**src/rtl/sl_pkg.sv**
```systemverilog
package sl_pkg;
  typedef enum logic [1:0] {
    ST_IDLE   = 2'd0,
    ST_FIRST  = 2'd1,
    ST_SECOND = 2'd2
  } sl_state_e;
endpackage

```
**src/rtl/sl_ctrl.sv**
```systemverilog
module sl_ctrl
  import sl_pkg::*;
#(
  parameter int ADDR_W = 12,
  parameter int LANES  = 4,
  localparam int LOFF_W  = $clog2(LANES),
  localparam int WORD_AW = ADDR_W - LOFF_W
) (
  input  logic               clk,
  input  logic               rst,
  input  logic               req_valid,
  input  logic [ADDR_W-1:0]  req_addr,
  input  logic               mem_rd_valid,
  output logic               req_ready,
  output logic               mem_rd_en,
  output logic [WORD_AW-1:0] mem_word_addr,
  output logic [LOFF_W-1:0]  lane_off,
  output logic               capture_first,
  output logic               finish,
  output logic               finish_second
);
  sl_state_e          state;
  logic [WORD_AW-1:0] base_word;

  assign req_ready     = (state == ST_IDLE);
  assign capture_first = (state == ST_FIRST) && mem_rd_valid && (lane_off != '0);
  assign finish_second = (state == ST_SECOND) && mem_rd_valid;
  assign finish        = finish_second ||
                         ((state == ST_FIRST) && mem_rd_valid && (lane_off == '0));

  always_ff @(posedge clk) begin
    if (rst) begin
      state         <= ST_IDLE;
      mem_rd_en     <= 1'b0;
      mem_word_addr <= '0;
      base_word     <= '0;
      lane_off      <= '0;
    end else begin
      mem_rd_en <= 1'b0;
      case (state)
        ST_IDLE: begin
          if (req_valid) begin
            base_word     <= req_addr[ADDR_W-1:LOFF_W];
            lane_off      <= req_addr[LOFF_W-1:0];
            mem_word_addr <= req_addr[ADDR_W-1:LOFF_W];
            mem_rd_en     <= 1'b1;
            state         <= ST_FIRST;
          end
        end
        ST_FIRST: begin
          if (mem_rd_valid) begin
            if (lane_off == '0) begin
              state <= ST_IDLE;
            end else begin
              mem_word_addr <= WORD_AW'(base_word + 1'b1);
              mem_rd_en     <= 1'b1;
              state         <= ST_SECOND;
            end
          end
        end
        ST_SECOND: begin
          if (mem_rd_valid) state <= ST_IDLE;
        end
        default: state <= ST_IDLE;
      endcase
    end
  end

  // Word index used by the first read of each load, kept for checking only
  logic [WORD_AW-1:0] first_q;
  always_ff @(posedge clk) begin
    if (rst) first_q <= '0;
    else if (mem_rd_en && state == ST_FIRST) first_q <= mem_word_addr;
  end

  a_r3_next_word: assert property (@(posedge clk) disable iff (rst)
    (mem_rd_en && state == ST_SECOND) |-> mem_word_addr == WORD_AW'(first_q + 1'b1))
    else $error("R3: second read is not the next word index");

  a_r9_rd_pulse: assert property (@(posedge clk) disable iff (rst)
    mem_rd_en |=> !mem_rd_en)
    else $error("R9: read strobe longer than one cycle");

  a_r7_busy_quiet: assert property (@(posedge clk) disable iff (rst)
    (!req_ready && !mem_rd_valid) |=> !mem_rd_en)
    else $error("R7: read issued while waiting without returned data");
endmodule

```
**src/rtl/sl_rotator.sv**
```systemverilog
module sl_rotator #(
  parameter int LANES  = 4,
  parameter int LANE_W = 8,
  localparam int LOFF_W = $clog2(LANES),
  localparam int DATA_W = LANES * LANE_W
) (
  input  logic [DATA_W-1:0] din,
  input  logic [LOFF_W-1:0] shift,
  output logic [DATA_W-1:0] dout
);
  for (genvar j = 0; j < LANES; j++) begin : g_lane
    logic [LOFF_W-1:0] src;
    assign src = LOFF_W'(j) + shift;
    assign dout[j*LANE_W +: LANE_W] = din[src*LANE_W +: LANE_W];
  end
endmodule

```
**src/rtl/sl_merge.sv**
```systemverilog
module sl_merge #(
  parameter int LANES  = 4,
  parameter int LANE_W = 8,
  localparam int LOFF_W = $clog2(LANES),
  localparam int DATA_W = LANES * LANE_W
) (
  input  logic              clk,
  input  logic              rst,
  input  logic [DATA_W-1:0] rot_data,
  input  logic [LOFF_W-1:0] lane_off,
  input  logic              capture_first,
  input  logic              finish,
  input  logic              finish_second,
  output logic              done,
  output logic [DATA_W-1:0] result
);
  logic [DATA_W-1:0] hold;
  logic [DATA_W-1:0] merged;

  always_comb begin
    for (int j = 0; j < LANES; j++) begin
      if (j < LANES - int'(lane_off))
        merged[j*LANE_W +: LANE_W] = hold[j*LANE_W +: LANE_W];
      else
        merged[j*LANE_W +: LANE_W] = rot_data[j*LANE_W +: LANE_W];
    end
  end

  always_ff @(posedge clk) begin
    if (rst) begin
      done   <= 1'b0;
      result <= '0;
      hold   <= '0;
    end else begin
      done <= finish;
      if (capture_first) hold <= rot_data;
      if (finish) result <= finish_second ? merged : rot_data;
    end
  end

  a_r8_done_pulse: assert property (@(posedge clk) disable iff (rst)
    done |=> !done)
    else $error("R8: done longer than one cycle");

  a_r8_result_stable: assert property (@(posedge clk) disable iff (rst)
    (!done && !finish) |=> $stable(result))
    else $error("R8: result changed outside a completion");
endmodule

```
**src/rtl/split_load_merger.sv**
```systemverilog
module split_load_merger #(
  parameter int ADDR_W = 12,
  parameter int LANES  = 4,
  parameter int LANE_W = 8,
  localparam int LOFF_W  = $clog2(LANES),
  localparam int WORD_AW = ADDR_W - LOFF_W,
  localparam int DATA_W  = LANES * LANE_W
) (
  input  logic               clk,
  input  logic               rst,
  input  logic               req_valid,
  input  logic [ADDR_W-1:0]  req_addr,
  output logic               req_ready,
  output logic               mem_rd_en,
  output logic [WORD_AW-1:0] mem_word_addr,
  input  logic               mem_rd_valid,
  input  logic [DATA_W-1:0]  mem_rd_data,
  output logic               done,
  output logic [DATA_W-1:0]  result
);
  logic [LOFF_W-1:0] lane_off;
  logic              capture_first;
  logic              finish;
  logic              finish_second;
  logic [DATA_W-1:0] rot_data;

  sl_ctrl #(.ADDR_W(ADDR_W), .LANES(LANES)) i_ctrl (
    .clk           (clk),
    .rst           (rst),
    .req_valid     (req_valid),
    .req_addr      (req_addr),
    .mem_rd_valid  (mem_rd_valid),
    .req_ready     (req_ready),
    .mem_rd_en     (mem_rd_en),
    .mem_word_addr (mem_word_addr),
    .lane_off      (lane_off),
    .capture_first (capture_first),
    .finish        (finish),
    .finish_second (finish_second)
  );

  sl_rotator #(.LANES(LANES), .LANE_W(LANE_W)) i_rot (
    .din   (mem_rd_data),
    .shift (lane_off),
    .dout  (rot_data)
  );

  sl_merge #(.LANES(LANES), .LANE_W(LANE_W)) i_merge (
    .clk           (clk),
    .rst           (rst),
    .rot_data      (rot_data),
    .lane_off      (lane_off),
    .capture_first (capture_first),
    .finish        (finish),
    .finish_second (finish_second),
    .done          (done),
    .result        (result)
  );

  a_r8_done_after_data: assert property (@(posedge clk) disable iff (rst)
    done |-> $past(mem_rd_valid))
    else $error("R8: done without returned data");

  a_r9_accept_issues: assert property (@(posedge clk) disable iff (rst)
    (req_valid && req_ready) |=> mem_rd_en)
    else $error("R9: accepted request did not issue a read");
endmodule

```
**config.mk**
```make
export PLATFORM = sky130hd
export DESIGN_NAME = split_load_merger
export DESIGN_NICKNAME = d
export VERILOG_FILES = /design/src/rtl/sl_pkg.sv /design/src/rtl/sl_ctrl.sv /design/src/rtl/sl_rotator.sv /design/src/rtl/sl_merge.sv /design/src/rtl/split_load_merger.sv
export SDC_FILE = /design/constraint.sdc
export NUM_CORES = 1
export LEC_CHECK = 0
export ABC_AREA = 1
export BUFFER_PORTS_ARGS = -buffer_cell sky130_fd_sc_hd__buf_2
export CAP_MARGIN = 10
export CORE_MARGIN = 5
export CORE_UTILIZATION = 40
export CTS_CLUSTER_DIAMETER = 120
export DETAILED_ROUTE_END_ITERATION = 16
export PLACE_DENSITY = 0.68
export SLEW_MARGIN = 20
export SYNTH_ARGS = -nofsm -noshare
export SYNTH_HDL_FRONTEND = slang
export SYNTH_SLANG_ARGS = --single-unit
```
**constraint.sdc**
```tcl
create_clock -name clk -period 5.1 [get_ports clk]
set_input_delay 0.51 -clock clk [delete_from_list [all_inputs] [get_ports clk]]
set_output_delay 0.51 -clock clk [all_outputs]
set_load 0.03 [all_outputs]
```
Word level (Yosys, flattened, before mapping)
Cells that the tools add are included.

Eq/ne operators: 6. Shift-type cells: 4. $add $sub $neg: 5. $lt $le $gt $ge: 4. Reduce and logical (&&, ||, !) cells: 12. Mux-type cells: 18.

Operators with widths (count): variable part select 32 x 6 -> 8 bit (4); two-way mux 32 bit (1); two-way mux 8 bit (4); two-way mux 10 bit (3); case mux 10 bit (2 select lines) (1); adder 10 x 1 -> 10 bit, second input constant (1); < comparator 3 x 4 -> 1 bit, first input constant (2); two-way mux 2 bit (4); != test 2 bit, second input constant (4); case mux 2 bit (3 select lines) (1); adder 2 bit, first input constant (2); logical AND 1 bit (4); zero test 2 bit (2); < comparator 1 x 4 -> 1 bit, first input constant (1); < comparator 2 x 4 -> 1 bit, first input constant (1); AND reduction 4 bit (1); nonzero test 2 bit (2); subtractor 3 x 2 -> 4 bit, first input constant (1); two-way mux 1 bit (3); AND reduction 3 bit (1); adder 1 x 2 -> 2 bit, first input constant (1); == test 2 x 1 -> 1 bit, second input constant (1); == test 2 bit, second input constant (1); case mux 1 bit (2 select lines) (1); 2 further kinds (2).

Register bits: 90. Output and inout port bits: 45. Input bits: 48. Word-level logic and storage cells: 57.

Logic depth before layout (Yosys ltp)
Gate-level depths: netlist of the first run.

Depth after elaboration: 4. Gate-level depth with buffers: 12. Gate-level depth less buffers: 9.

Hierarchy
A second synthesis of the first run with hierarchy kept.

Cells, all modules: 760. Area, all modules: 4853.4 um2.

Modules (own cells, without submodules): sl_merge (sequential area each 1301.2 um2, area an instance 2648.8 um2, instances 1, cells an instance 363); sl_ctrl (sequential area each 500.5 um2, area an instance 1189.9 um2, instances 1, cells an instance 169); sl_rotator (sequential area each 0.0 um2, area an instance 1014.7 um2, instances 1, cells an instance 228).

Least setup slack after synthesis of the first run
OpenSTA, ideal clock, no wires.

Kind: register to register. Start: register i_ctrl.lane_off[0]. End: register i_merge.hold[16]. Clock period less this slack: 2.087 ns. Stages on the path, launching flop included: 11. Library setup time: 0.126 ns. Path slack: 3.013 ns. Data required time: 4.974 ns. Path buffers: 4. Arrival: 1.961 ns. Path through: dfxtp_1 buf_2 clkinv_1 clkbuf_1 ha_1 inv_1 nand3_2 inv_1 buf_2 buf_2 a21oi_1.

Cells in the longest elaborated chain, start to end: 2. Elaborated cells on any way between the ends: 4. Classes of those cells: 1 x add/sub; 1 x shift; 2 x reduce/logical.

RTL lines: start, declared (line sl_ctrl.sv:17) `output logic [LOFF_W-1:0] lane_off,`; start signal, assigned (line sl_ctrl.sv:44) `lane_off <= req_addr[LOFF_W-1:0];`; adder 2 bit / nonzero test 2 bit (equally long branches) (line sl_rotator.sv:13, sl_ctrl.sv:26); variable part select 32 x 6 -> 8 bit / logical AND 1 bit (equally long branches) (line sl_rotator.sv:14, sl_ctrl.sv:26); end signal, assigned (line sl_merge.sv:36) `if (capture_first) hold <= rot_data;`; end, declared (line sl_merge.sv:17) `logic [DATA_W-1:0] hold;`.

Parallel ways exist; a longest one is shown, timed or not. A chain may end at the register's enable or synchronous reset.

Final worst setup path of the first run
Start: register i_ctrl.lane_off[1]. End: register i_merge.hold[22].

The elaborated chain is that of the path after synthesis.

==> results_dict.tcl, run 1 <==
set metrics [dict create \
    status "finished clean" \
    grt_pass1_wl_mm 20.4 \
    drv_cap 0 \
    crit_family "buffers and inverters" \
    path_cells "inv_1 -> ha_1 -> inv_1 -> nand3_2 -> inv_1 -> buf_4 -> o21ai_0 -> a21oi_1" \
    start_util 0.411 \
    crit_required_ps 5400 \
    p_comb_frac 0.206 \
    path_max_fanout 58 \
    track_usage 0.190 \
    antenna_found_initial 0 \
    wl_per_cell_um 13.9 \
    synth-edff-count 0 \
    crit_path_start_kind "flip-flop" \
    final-hold-violation-count 0 \
    routed_wl_mm 12.4 \
    cts_tree "done" \
    pre_cts_slack_ps 2060 \
    cts_hold_buf 0 \
    period_share 0.553 \
    cp_num_buf_inv 4 \
    async_reset_ff_frac 0 \
    ys_warn_count 0 \
    worstMarginPinSlew_ps 975 \
    cts.clk_slew.worst_paths_ps 90 \
    min_period_ps 2820 \
    layout_commonest_cell "nand2_1" \
    p_sw_uw 527 \
    syn_inst 676 \
    maxSlewViolCount 0 \
    core_area_um2 10900 \
    nNetsFinal 800 \
    ios 93 \
    power_frac_clock 0.319 \
    crit_path_top_delay_cell "dfxtp_1" \
    antenna_left 0 \
    internal_power_mw 1.10 \
    cts_resized 0 \
    mostFrequentLayoutCells "nand2_1, buf_2, o21ai_0, dfxtp_1, a21oi_1" \
    place_congestion 0.844 \
    grt_max_degree 59 \
    critical_path.max_stage_delay_ps 680 \
    holdWs_ps 434 \
    cts_buffers 9 \
    synth_ff_type "dfxtp_1" \
    drive_gt1_frac 0.185 \
    area_growth_pct 15.9 \
    reg2reg_to "i_merge.hold[22]" \
    min_to "i_ctrl.mem_word_addr[2]" \
    seq_area_frac_synth 0.403 \
    synthDistinctLibCells 30 \
    relSlewSlack 0.347 \
    clock_sinks 90 \
    rsz0062_at_grt "no" \
    num-fill-cells 1127 \
    arrival_ps 3110 \
    leakage_nw 2.50 \
    reg2regPathDepth 8 \
    die_y_um 116 \
    gr-total-overflow 0 \
    stdcell_area_um2 5180 \
    postCtsSetupBuffers 0 \
    viasPerCell 5.13 \
    synth.ff_latch_count 90 \
    rows 38 \
    ir_drop_v 0.000128 \
    synth_fp_nets 729 \
    diodes 0 \
    clock_latency_ps 360 \
    root_buffer "clkbuf_8" \
    syn-mean-instance-area_um2 6.62 \
    endpoint_kind "flip-flop" \
    ctsHtreeMaxLevel 3 \
    cp.depth 8 \
    cts_buffer_depth 2 \
    worstHoldPathCells 3 \
    fin_util 0.476 \
    clock.fmax_ghz 0.355 \
    drc 0 \
    hp-start "req_addr[4]" \
    fin_skew_ps 12.5 \
    p_seq_frac 0.475 \
    critPathMostFrequentCell "inv_1" \
    tns_ps 0 \
    setup.worst_path.class "reg -> reg" \
    power_density_nw_per_um2 315 \
    r2r_start "i_ctrl.lane_off[1]" \
    die-area_um2 13400 \
    min_path_type "in -> reg" \
    placed_area_um2 4970 \
    portBuffers 92 \
    drt_pre_antenna_iters 5 \
    chipWidth_um 116 \
    drt_iter0_drc 340 \
    hpwlAfterDp_mm 8.95 \
    setup_viol 0 \
    r2r_slack_ps 2280 \
    grt_pass1_vias 4193 \
    synth_area_um2 4470 \
    switching_share 0.323 \
    routed-via-count 4574 \
    layout_setup_ws_ps 2280 \
]
==> sequential cells by signal, indices dropped and copies added, names as in the netlist <==
signal                flops
i_ctrl.state              2
i_ctrl.lane_off           2
i_ctrl.mem_rd_en          1
i_merge.done              1
i_ctrl.mem_word_addr     10
i_merge.result           32
i_merge.hold             32
i_ctrl.base_word         10
==> cells by family after synthesis <==
logic type               after synthesis  synth area share
flip-flops                            90             0.403
buffers and inverters                 72            0.0685
AND/OR/NAND/NOR                      352             0.332
AO/OA/AOI/OAI                        153             0.175
adder cells (fa/ha/maj)                5            0.0140
XOR/XNOR                               4           0.00784
==> worst max path at each step <==
| stage | slack [ps] | end | start |
|---|---|---|---|
| floorplan | 3010 | i_merge.hold[16] | i_ctrl.lane_off[0] |
| global placement | 2200 | i_merge.hold[13] | i_ctrl.lane_off[0] |
| detailed placement | 2060 | i_merge.hold[22] | i_ctrl.lane_off[0] |
| CTS | 2040 | i_merge.hold[3] | i_ctrl.lane_off[0] |
| global route | 1980 | i_merge.hold[5] | i_ctrl.lane_off[1] |
| finish | 2280 | i_merge.hold[22] | i_ctrl.lane_off[1] |
==> worst min-delay path: cells and delay by family <==
kind / cells / cell delay (ps)
buffers and inverters: 1 / 100
and+or+nand+nor: 1 / 60
AOI/OAI and AO/OA: 1 / 80
==> cells in the mapped netlist (3+ instances only) <==
| cell type | n | area share |
|---|---|---|
| clkbuf_1 | 20 | 0.017 |
| a21oi_1 | 57 | 0.064 |
| dfxtp_1 | 90 | 0.40 |
| or2_2 | 15 | 0.021 |
| nand2_1 | 235 | 0.20 |
| nor2_1 | 48 | 0.040 |
| xor2_1 | 3 | 0.0059 |
| o21ai_0 | 89 | 0.10 |
| and2_1 | 9 | 0.013 |
| nand3_1 | 33 | 0.037 |
| inv_1 | 32 | 0.027 |
| nor2_4 | 3 | 0.0076 |
| ha_1 | 5 | 0.014 |
| or2_0 | 3 | 0.0042 |
| buf_2 | 11 | 0.012 |
==> layout make-up <==
cell class / count / area (um^2) / area share
tap: 140 / 175 / 0.0338
sequential: 90 / 1800 / 0.348
clock buffer: 11 / 151 / 0.0292
timing repair buffer: 97 / 498 / 0.0961
multi-input combinational: 514 / 2360 / 0.456
clock inverter: 5 / 61.3 / 0.0118
inverter: 35 / 131 / 0.0253
==> stage by stage <==
| stage | instances | total power, mW |
|---|---|---|
| 6_report | 892 | 1.63 |
| 5_1_grt | 892 | 1.73 |
| 4_1_cts | 892 | 1.64 |
| 3_5_place_dp | 876 | 1.12 |
| 3_3_place_gp | 876 | 1.12 |
| 2_1_floorplan | 676 | 1.02 |
==> power by group through the flow <==
stage          clock [mW]  sequential, mW  combinational (mW)
5_1_grt             0.570           0.782               0.377
2_1_floorplan           0           0.823               0.199
4_1_cts             0.531           0.775               0.336
3_3_place_gp            0           0.789               0.327
6_report            0.521           0.775               0.336
3_5_place_dp            0           0.791               0.334
==> routing by layer <==
metal,GRT usage,vias up,share of wire
met2,0.302,156,0.46
met3,0.0381,24,0.064
met5,0,-,0
li1,-,2305,-
met4,0.0727,0,0.020
met1,0.256,2089,0.45
Power figures use the tool's default switching activity.
==> run 2: changes to the inputs <==
clock period = 2.6 ns   (was 5.1 ns; I/O delays follow)
==> run 2 against run 1 <==
Fmax is 27% higher. Core utilization hardly changed. Design area hardly changed. Via count is 2.6% lower. Global-route usage is 0.67 points lower. Combinational power is 100% higher. Critical path depth stayed put. Clock-buffer cell count is 1 lower. Critical path type unchanged. Largest cell class unchanged. Largest power group unchanged. Highest routed layer unchanged.
==> results_dict.tcl, run 2 (synthesis results as in run 1) <==
set metrics [dict create \
    top_regs "i_merge.hold: 32 flops, i_merge.result: 32 flops" \
    period_share 0.855 \
    root_buffer "clkbuf_8" \
    die-area_um2 13400 \
    fin_util 0.476 \
    rows 38 \
    track_usage 0.183 \
    power_density_nw_per_um2 581 \
    relSlewSlack 0.460 \
    wl_per_cell_um 13.4 \
    cts_hold_buf 0 \
    met1_usage 0.249 \
    drt_pre_antenna_iters 5 \
    gr-total-overflow 0 \
    min_period_ps 2220 \
    place_congestion 0.839 \
    arrival_ps 2510 \
    endpoint_kind "flip-flop" \
    grt_pass1_wl_mm 19.8 \
    fin_skew_ps 14.9 \
    grt_util_met3 0.0402 \
    diodes 0 \
    clock_sinks 90 \
    ctsHtreeMaxLevel 3 \
    chipWidth_um 116 \
    routed_wl_mm 12.0 \
    cts_tree "done" \
    core_area_um2 10900 \
    die_y_um 116 \
    dp_cells 881 \
    leakage_nw 2.49 \
    postCtsSetupBuffers 0 \
    cts.clk_slew.worst_paths_ps 90 \
    clock.fmax_ghz 0.450 \
    ios 93 \
    drv_cap 0 \
    holdWs_ps 166 \
    routed-via-count 4453 \
    power_mw 3.01 \
    drt_iter0_drc 249 \
    r2r_slack_ps 380 \
    clock_latency_ps 360 \
    worstMarginPinSlew_ps 810 \
    grt_max_degree 59 \
    placed_area_um2 5020 \
    busiest_layer "met2" \
    met2_usage 0.299 \
    final-hold-violation-count 0 \
    maxSlewViolCount 0 \
    area_growth_pct 15.8 \
    setup_viol 0 \
    ir_drop_v 0.000289 \
    drive_gt1_frac 0.187 \
    crit_required_ps 2890 \
    mostFrequentLayoutCells "nand2_1, buf_2, dfxtp_1" \
    hpwlAfterDp_mm 8.85 \
    tns_ps 0 \
    stdcell_count 896 \
    pre_cts_slack_ps 403 \
    cts_resized 0 \
    portBuffers 92 \
    nNetsFinal 805 \
    drc 0 \
    antenna_found_initial 0 \
    viasPerCell 4.97 \
    antenna_left 0 \
    status "finished clean" \
    min_path_type "in -> reg" \
    stdcell_area_um2 5180 \
    cts_buffer_depth 2 \
    crit_path_start_kind "flip-flop" \
    layout_commonest_cell "nand2_1" \
    num-fill-cells 1118 \
    grt_pass1_vias 4174 \
    path_max_fanout 58 \
    cts_buffers 9 \
    layout_setup_ws_ps 377 \
    start_util 0.411 \
    setup.worst_path.class "reg -> reg" \
    rsz0062_at_grt "no" \
]
[run 2: cell types whose count changed in the layout (fill, tap and decap cells not counted)]
cell / before / now
clkinv_2: 1 / 2
buf_4: 5 / 9
buf_12: 0 / 1
clkinvlp_4: 0 / 3
inv_6: 1 / 0
dfxtp_1: 89 / 90
bufinv_16: 1 / 0
clkinv_4: 2 / 0
clkbuf_1: 0 / 1
dfxtp_2: 1 / 0
clkbuf_8: 11 / 9
[run 2: area by class of cell]
cell class              count  area, um^2  area share
clock buffers              10         128      0.0246
clock inverters             5        32.5     0.00628
inverters                  35         131      0.0254
multi-input cells         514        2360       0.456
flip-flops and latches     90        1800       0.348
well taps                 140         175      0.0338
repair buffers            102         548       0.106
[run 2: worst max-delay path: stages, from the launching register on]
cell and delay (ps):
dfxtp_1 620, inv_1 190, ha_1 260, inv_1 170, nand3_2 230, inv_1 180, buf_12 230, o21ai_0 120
a21oi_1 130
[run 2: layer usage]
metal	up-vias	part of all wire	routed length [um]
met4	0	0.012	148
li1	2314	-	-
met3	12	0.056	675
met2	109	0.47	5640
met5	-	0	0
met1	2018	0.46	5540
[run 2: power breakdown]
group	switching, mW	internal (mW)
logic	0.465	0.211
registers	0.0480	1.46
clock network	0.489	0.339
total	1.00	2.01
[run 2: path summary, 6_finish.rpt]
kind,startpoint,endpoint,cells past startpoint
worst max-delay path,i_ctrl.lane_off[1],i_merge.hold[0],8
worst min-delay path,req_addr[6],i_ctrl.base_word[4],3
worst max register to register,i_ctrl.lane_off[1],i_merge.hold[0],8
worst min register to register,i_merge.result[15],i_merge.result[15],2
==> run 3: changes to the inputs <==
CORE_UTILIZATION = 30   (was 40)
MAX_ROUTING_LAYER = met4   (was not set)
PLACE_DENSITY = 0.56   (was 0.68)
==> run 3 against run 2 <==
Clock power rose by 56%. Fmax rose by 7.9%. Combinational power rose by 2%. Core utilization fell by 11 points. Cell count rose by 5.4%. Die area rose by 30%. Sequential share of layout area fell by 1.3 points. Critical path depth fell by 1. First-iteration DRC count rose by 30%. Clock-buffer cell count did not move. Design area rose by 3.7%. Critical path type unchanged. Largest cell class unchanged.
==> results_dict.tcl, run 3 (synthesis results as in run 1) <==
set metrics [dict create \
    area_growth_pct 20.2 \
    maxSlewViolCount 0 \
    worstMarginPinSlew_ps 520 \
    drv_cap 0 \
    power_density_nw_per_um2 649 \
    critPathMostFrequentCell "inv_1" \
    drive_gt1_frac 0.192 \
    switching_share 0.308 \
    diodes 0 \
    dp_cells 928 \
    r2r_slack_ps 540 \
    clock_latency_ps 350 \
    reg2regPathDepth 7 \
    grt_max_degree 59 \
    setup.worst_path.class "reg -> reg" \
    wl_per_cell_um 13.6 \
    routed-via-count 4349 \
    holdWs_ps 200 \
    layout_setup_ws_ps 540 \
    drc 0 \
    p_comb_frac 0.198 \
    worstHoldPathCells 3 \
    stdcell_count 944 \
    cts_buffer_depth 2 \
    p_seq_frac 0.431 \
    mostFrequentLayoutCells "nand2_1, buf_2, dfxtp_1" \
    routed_wl_mm 12.8 \
    power_frac_clock 0.371 \
    power_mw 3.49 \
    setup_viol 0 \
    die-area_um2 17400 \
    top_regs "i_merge.hold: 32 flops, i_merge.result: 32 flops" \
    internal_power_mw 2.41 \
    r2r_start "i_ctrl.state[0]" \
    crit_path_top_delay_cell "buf_4" \
    portBuffers 92 \
    core_area_um2 14600 \
    crit_required_ps 2870 \
    cts.clk_slew.worst_paths_ps 60 \
    ctsHtreeMaxLevel 3 \
    cts_resized 0 \
    path_max_fanout 58 \
    viasPerCell 4.61 \
    reg2reg_to "i_merge.hold[14]" \
    clock.fmax_ghz 0.486 \
    min_to "i_ctrl.base_word[0]" \
    antenna_found_initial 0 \
    cts_hold_buf 0 \
    chipWidth_um 132 \
    drt_iter0_drc 324 \
    crit_path_start_kind "flip-flop" \
    rsz0062_at_grt "no" \
    rows 44 \
    track_usage 0.154 \
    min_path_type "in -> reg" \
    ios 93 \
    hpwlAfterDp_mm 9.04 \
    die_y_um 132 \
    final-hold-violation-count 0 \
    grt_pass1_vias 4204 \
    layout_commonest_cell "nand2_1" \
    pre_cts_slack_ps 580 \
    p_sw_mw 1.08 \
    relSlewSlack 0.654 \
    arrival_ps 2330 \
    clock_sinks 90 \
    antenna_left 0 \
    root_buffer "clkbuf_16" \
    gr-total-overflow 0 \
    critical_path.max_stage_delay_ps 450 \
    fin_skew_ps 8.82 \
    postCtsSetupBuffers 0 \
    endpoint_kind "flip-flop" \
    period_share 0.792 \
    path_cells "inv_1 -> nor2_4 -> nand3_2 -> inv_1 -> buf_4 -> o21ai_0 -> a21oi_1" \
    cts_buffers 9 \
    start_util 0.307 \
    leakage_nw 2.57 \
    nNetsFinal 808 \
    ir_drop_v 0.000281 \
    tns_ps 0 \
    cts_tree "done" \
    status "finished clean" \
    drt_pre_antenna_iters 4 \
    grt_pass1_wl_mm 21.3 \
    min_period_ps 2060 \
    place_congestion 0.803 \
    hp-start "req_addr[2]" \
]
## run 3: changes by cell type in the layout (fill, tap and decap cells not counted), moves of 2 or more
cell        delta
buf_4          +4
clkbuf_8       -9
clkinv_2       +2
clkinvlp_4     -2
clkbuf_16      +9
## run 3: metrics by stage
step | utilization | instance area, um^2
global route | 0.368 | 5370
finish | 0.368 | 5370
detailed placement | 0.349 | 5090
global placement | 0.349 | 5090
floorplan | - | 4470
CTS | 0.368 | 5370
## run 3: layer usage
layer / part of all wire / wire length, um / GRT usage
met1: 0.50 / 6420 / 0.206
met2: 0.45 / 5720 / 0.237
met3: 0.035 / 449 / 0.0218
met4: 0.017 / 221 / 0.0560
met5: 0 / 0 / -
## run 3: worst max-delay path by stage
stage / from / end / slack [ps]
2_1_floorplan: i_ctrl.lane_off[0] / i_merge.hold[16] / 510
3_3_place_gp: i_ctrl.state[0] / i_merge.hold[23] / 640
3_5_place_dp: i_ctrl.state[0] / i_merge.hold[0] / 580
4_1_cts: i_ctrl.state[0] / i_merge.hold[14] / 530
5_1_grt: i_ctrl.state[0] / i_merge.hold[20] / 240
6_report: i_ctrl.state[0] / i_merge.hold[14] / 540
## run 3: cell type report
cell class                      instances  area [um^2]
Inverter                               35          131
Fill cell                            1566         9220
Tap cell                              184          230
Sequential cell                        90         1800
Clock buffer                           10          229
Clock inverter                          6         57.6
Timing Repair Buffer                  105          558
Multi-Input combinational cell        514         2370
## run 3: power by group through the flow
stage | clock network, mW | registers, mW | logic [mW]
2_1_floorplan | 0 | 1.61 | 0.390
3_3_place_gp | 0 | 1.54 | 0.692
3_5_place_dp | 0 | 1.53 | 0.695
4_1_cts | 1.32 | 1.50 | 0.698
5_1_grt | 1.37 | 1.51 | 0.785
6_report | 1.29 | 1.50 | 0.689
## run 3: critical path: cells and delay by family (launching register included)
kind	cells	cell delay (ps)
simple gates	2	590
compound gates	2	320
flops	1	400
buf+inv	3	650
